--- config.mk ---
export PLATFORM = sky130hd
export DESIGN_NAME = ctrl_reg_guard
export DESIGN_NICKNAME = d
export VERILOG_FILES = /design/src/rtl/ctrl_guard_pkg.sv /design/src/rtl/key_seq_fsm.sv /design/src/rtl/ctrl_field_reg.sv /design/src/rtl/ctrl_reg_guard.sv
export SDC_FILE = /design/constraint.sdc
export NUM_CORES = 1
export LEC_CHECK = 0
export ABC_CLOCK_PERIOD_IN_PS = 2500
export BUFFER_PORTS_ARGS = -buffer_cell sky130_fd_sc_hd__buf_4
export CAP_MARGIN = 10
export CORE_MARGIN = 4
export CORE_UTILIZATION = 40
export CTS_CLUSTER_DIAMETER = 120
export CTS_CLUSTER_SIZE = 20
export DETAILED_ROUTE_END_ITERATION = 10
export GPL_ROUTABILITY_DRIVEN = 1
export GPL_TIMING_DRIVEN = 0
export PLACE_DENSITY = 0.88
export SLEW_MARGIN = 25
export SYNTH_ARGS = -nofsm -noshare
export SYNTH_HDL_FRONTEND = slang
export SYNTH_SLANG_ARGS = --single-unit
--- constraint.sdc ---
create_clock -name clk_i -period 2.5 [get_ports clk_i]
set_input_delay 0.125 -clock clk_i [delete_from_list [all_inputs] [get_ports clk_i]]
set_output_delay 0.125 -clock clk_i [all_outputs]
set_load 0.03 [all_outputs]
--- src/rtl/ctrl_guard_pkg.sv ---
package ctrl_guard_pkg;
  localparam int unsigned DATA_W = 32;
  localparam logic [DATA_W-1:0] KEY_FIRST  = 32'h4567_0123;
  localparam logic [DATA_W-1:0] KEY_SECOND = 32'hCDEF_89AB;

  typedef enum logic [1:0] {
    KS_IDLE   = 2'd0,
    KS_HALF   = 2'd1,
    KS_OPEN   = 2'd2,
    KS_FROZEN = 2'd3
  } key_state_e;
endpackage

--- src/rtl/key_seq_fsm.sv ---
module key_seq_fsm
  import ctrl_guard_pkg::*;
(
  input  logic              clk_i,
  input  logic              rst_ni,
  input  logic              key_wr_i,
  input  logic [DATA_W-1:0] key_data_i,
  input  logic              relock_i,
  output logic              unlocked_o,
  output logic              frozen_o,
  output logic              key_err_o
);
  key_state_e state_q, state_d;
  logic       key_ok;

  always_comb begin
    unique case (state_q)
      KS_IDLE: key_ok = (key_data_i == KEY_FIRST);
      KS_HALF: key_ok = (key_data_i == KEY_SECOND);
      default: key_ok = 1'b0;
    endcase
  end

  always_comb begin
    state_d = state_q;
    if (key_wr_i) begin
      if (!key_ok)                 state_d = KS_FROZEN;
      else if (state_q == KS_IDLE) state_d = KS_HALF;
      else                         state_d = KS_OPEN;
    end else if (relock_i && state_q == KS_OPEN) begin
      state_d = KS_IDLE;
    end
  end

  always_ff @(posedge clk_i or negedge rst_ni) begin
    if (!rst_ni) state_q <= KS_IDLE;
    else         state_q <= state_d;
  end

  assign unlocked_o = (state_q == KS_OPEN);
  assign frozen_o   = (state_q == KS_FROZEN);
  assign key_err_o  = key_wr_i && !key_ok;
endmodule

--- src/rtl/ctrl_field_reg.sv ---
module ctrl_field_reg #(
  parameter int unsigned FIELD_W = 31
) (
  input  logic               clk_i,
  input  logic               rst_ni,
  input  logic               wr_en_i,
  input  logic [FIELD_W-1:0] wdata_i,
  output logic [FIELD_W-1:0] fields_o
);
  always_ff @(posedge clk_i or negedge rst_ni) begin
    if (!rst_ni)      fields_o <= '0;
    else if (wr_en_i) fields_o <= wdata_i;
  end
endmodule

--- src/rtl/ctrl_reg_guard.sv ---
module ctrl_reg_guard
  import ctrl_guard_pkg::*;
#(
  parameter int unsigned ADDR_W    = 8,
  parameter logic [ADDR_W-1:0] KEY_ADDR  = 8'h04,
  parameter logic [ADDR_W-1:0] CTRL_ADDR = 8'h10,
  parameter int unsigned LOCK_BIT  = 31
) (
  input  logic              clk_i,
  input  logic              rst_ni,
  input  logic              req_i,
  input  logic              we_i,
  input  logic [ADDR_W-1:0] addr_i,
  input  logic [31:0]       wdata_i,
  input  logic              busy_i,
  output logic [31:0]       rdata_o,
  output logic              ready_o,
  output logic              err_o,
  output logic [30:0]       ctrl_o
);
  localparam int unsigned FIELD_W = DATA_W - 1;

  logic               key_hit, ctrl_hit, ctrl_stall;
  logic               key_wr, ctrl_wr, field_wr, relock;
  logic               unlocked, frozen;
  logic [FIELD_W-1:0] wr_fields, fields;
  logic [DATA_W-1:0]  ctrl_view;

  assign key_hit    = req_i && (addr_i == KEY_ADDR);
  assign ctrl_hit   = req_i && (addr_i == CTRL_ADDR);
  assign ctrl_stall = ctrl_hit && we_i && busy_i;
  assign key_wr     = key_hit && we_i;
  assign ctrl_wr    = ctrl_hit && we_i && !busy_i;
  assign field_wr   = ctrl_wr && unlocked;
  assign relock     = field_wr && wdata_i[LOCK_BIT];

  // strip / insert the lock bit at LOCK_BIT
  always_comb begin
    wr_fields = '0;
    ctrl_view = '0;
    for (int i = 0; i < int'(DATA_W); i++) begin
      if (i < int'(LOCK_BIT)) begin
        wr_fields[i] = wdata_i[i];
        ctrl_view[i] = fields[i];
      end else if (i > int'(LOCK_BIT)) begin
        wr_fields[i-1] = wdata_i[i];
        ctrl_view[i]   = fields[i-1];
      end else begin
        ctrl_view[i] = !unlocked;
      end
    end
  end

  key_seq_fsm u_fsm (
    .clk_i      (clk_i),
    .rst_ni     (rst_ni),
    .key_wr_i   (key_wr),
    .key_data_i (wdata_i),
    .relock_i   (relock),
    .unlocked_o (unlocked),
    .frozen_o   (frozen),
    .key_err_o  (err_o)
  );

  ctrl_field_reg #(.FIELD_W(FIELD_W)) u_fields (
    .clk_i    (clk_i),
    .rst_ni   (rst_ni),
    .wr_en_i  (field_wr),
    .wdata_i  (wr_fields),
    .fields_o (fields)
  );

  assign ready_o = req_i && !ctrl_stall;
  assign rdata_o = (ctrl_hit && !we_i) ? ctrl_view : '0;
  assign ctrl_o  = fields;
endmodule

==> flow_summary_export.csv <==
group,metric,value,unit
cells_and_area,drive_gt1_share,59.9,%
worst_hold_path,hp-class,"primary input to flop",
cts,cts_made_buffers,5,
route,vias,1498,
logic_synthesis,syn_nets,184,
logic_synthesis,ys_ff_latch,33,
sta,hold_viol,0,
logic_synthesis,netlist_instances,139,
grt,antenna_found_initial,0,
sta,rsz0062_at_grt,"no",
route,drtIter0Drc,42,
critical_path,reg2reg_slack,760,ps
logic_synthesis,yosysWarnings,0,
cts,h-tree-depth,2,
route,ant_nets,0,
cts,cts_resized,0,
placement,hpwlAfterDp,3660,um
cells_and_area,syn2layout_area_growth,57.7,%
critical_path,worstPathRequired,2380,ps
cts,cts-root-buf,"clkbuf_8",
sta,finalCritPeriodShare,79.7,%
floorplan,die_area,5340,um2
floorplan,core.rowCount,23,
cts,clock_latency,280,ps
logic_synthesis,syn-cell-area,1690,um2
sta,fin_skew,4.57,ps
logic_synthesis,ys_async_sr_fraction,100,%
logic_synthesis,yosysTopAreaCell,"dfrtp_1",
cts,cts_setup_buffers,0,
critical_path,setup.worst_path.start_class,"flop",
sta,slew_viol_final,0,
pwr,powerDensity,383,nW/um2
sta,max_slew_margin,68.1,%
route,wirelength,4520,um
cts,clockBufferDepth,2,
floorplan,start_util,41.7,%
route,vias_per_cell,4.88,
cts,cts_tree,"yes",
sta,worst_pin_slew,477,ps
run,cap_viol_max_count,0,
route,route.detailed.wl_per_inst,14.7,um
floorplan,die_h,73.1,um
grt,grt_pass1_wl,7160,um
grt,grt.overflow.total,0,
sta,setup_tns,0,ps
cts,holdBufCountCts,1,
route,drc,0,
critical_path,critPathSlowestCell,"dfrtp_1",
sta,clock.fmax,502,MHz
sta,finalSetupViolations,0,
critical_path,cpPeakStageDelay,410,ps
logic_synthesis,ys_types,29,
cells_and_area,num_antenna_cells,0,
logic_synthesis,yosysSeqAreaShare,48.8,%
floorplan,core_area,4060,um2
logic_synthesis,synth_top_area_share,48.8,%
pwr,leakage,1.44,nW
outcome,status,"finished, final reports clean",
grt,grtUsageTotal,17.3,%
cells_and_area,nNetsFinal,301,
placement,gp_congestion,0.772,
floorplan,pin_count,110,
cells_and_area,utilization,65.8,%
logic_synthesis,synth_edf_count,0,
route,first_pass_iters,4,
logic_synthesis,avgSynthCellArea,12.2,um2
critical_path,crit_fanout,5,
critical_path,path_class,"flop to primary output",
critical_path,cp_cell_sequence,"nor4bb_1, nand4_1, a211oi_1, nor2_1, buf_4",
grt,grt_max_degree,34,
sta,period_minus_slack,1990,ps
critical_path,worstPathArrival,1870,ps
cts,clkTransAtPathRegs,70,ps
floorplan,die_w,73.1,um
pwr,peakVddDrop,0.000305,V
placement,port_buffers,109,
logic_synthesis,synthFlopType,"dfrtp_1",
cts,cts.sinks,33,
grt,grt_pass1_vias,1576,
logic_synthesis,yosys-top-cells-area,"dfrtp_1 (49%), mux2_2 (20%), and2_1 (12%), buf_6 (2.0%), nand4_1 (1.8%)",
critical_path,end_kind,"primary output",
-- state kept, by name, indices dropped and copies added (netlist names) --
register	count
u_fields.fields_o	31
u_fsm.state_q	2
-- kinds of logic after synthesis --
group	count (synthesis)	synth area share (%)
multiplexers	31	20.6
AO/OA/AOI/OAI	5	2.22
flip-flops	33	48.8
AND/OR/NAND/NOR	62	25.3
buffers and inverters	8	3.10
-- final cells by class --
class	instances	area, um2
clock inverter	3	17.5
buffer	6	45.0
clock buffer	5	68.8
fill	339	1390
inverter	2	7.51
timing repair buffer	110	828
multi-input combinational	98	815
sequential	33	826
tap	50	62.6
-- synth_stat cells (2+ instances only) --
master,count
a31oi_1,2
nor4_1,2
buf_6,3
inv_1,2
nor2_1,6
nor4b_1,2
and2_1,32
clkbuf_1,3
dfrtp_1,33
nand4_1,5
nand2b_1,2
mux2_2,30
-- critical path, delay by kind of cell (launching register included) --
family          cells  cell delay (ps)
simple gates        3              650
flops               1              410
compound gates      1              350
buf+inv             1              180
-- report_power, final --
part           switching [mW]  total (mW)  internal, mW
sequential            0.00178       0.537         0.535
clock                   0.197       0.389         0.192
combinational          0.0403      0.0958        0.0555
total                   0.239        1.02         0.783
-- cells in the final DEF (no fill, tap or decap), types with 3 or more instances in the layout --
cell / count
buf_4: 109
clkbuf_8: 5
clkbuf_1: 3
and2_1: 32
buf_6: 3
nor2_1: 6
nand4_1: 5
mux2_2: 30
dfrtp_1: 33
-- routing by layer --
metal / up-vias / part of all wire [%] / track usage, %
met5: - / 0 / 0
met1: 699 / 39 / 20.7
met4: 0 / 0.31 / 3.69
li1: 733 / - / -
met3: 2 / 8.9 / 5.23
met2: 64 / 52 / 30.5
-- through the flow --
| step | worst slack, ps | total power [mW] | instance area [um2] | hold WS [ps] | cells |
|---|---|---|---|---|---|
| 2_1_floorplan | 833 | 0.564 | 1690 | -171 | 139 |
| 3_3_place_gp | 537 | 0.641 | 2570 | 90.9 | 298 |
| 3_5_place_dp | 528 | 0.643 | 2570 | 94.1 | 298 |
| 4_1_cts | 501 | 1.03 | 2670 | 49.6 | 307 |
| 5_1_grt | 372 | 1.07 | 2670 | 50.3 | 307 |
| 6_report | 507 | 1.02 | 2670 | 47.7 | 307 |
-- path summary, 6_finish.rpt --
kind                                 startpoint                     to  cells past startpoint
setup / recovery               u_fsm.state_q[1]                  err_o                      5
hold / removal                      wdata_i[31]       u_fsm.state_q[1]                      2
setup reg to reg               u_fsm.state_q[0]  u_fields.fields_o[16]                      4
hold reg to reg            u_fields.fields_o[6]   u_fields.fields_o[6]                      1
max in group asynchronous                rst_ni   u_fields.fields_o[3]                      2
min in group asynchronous                rst_ni  u_fields.fields_o[28]                      2
Power figures use the tool's default switching activity.
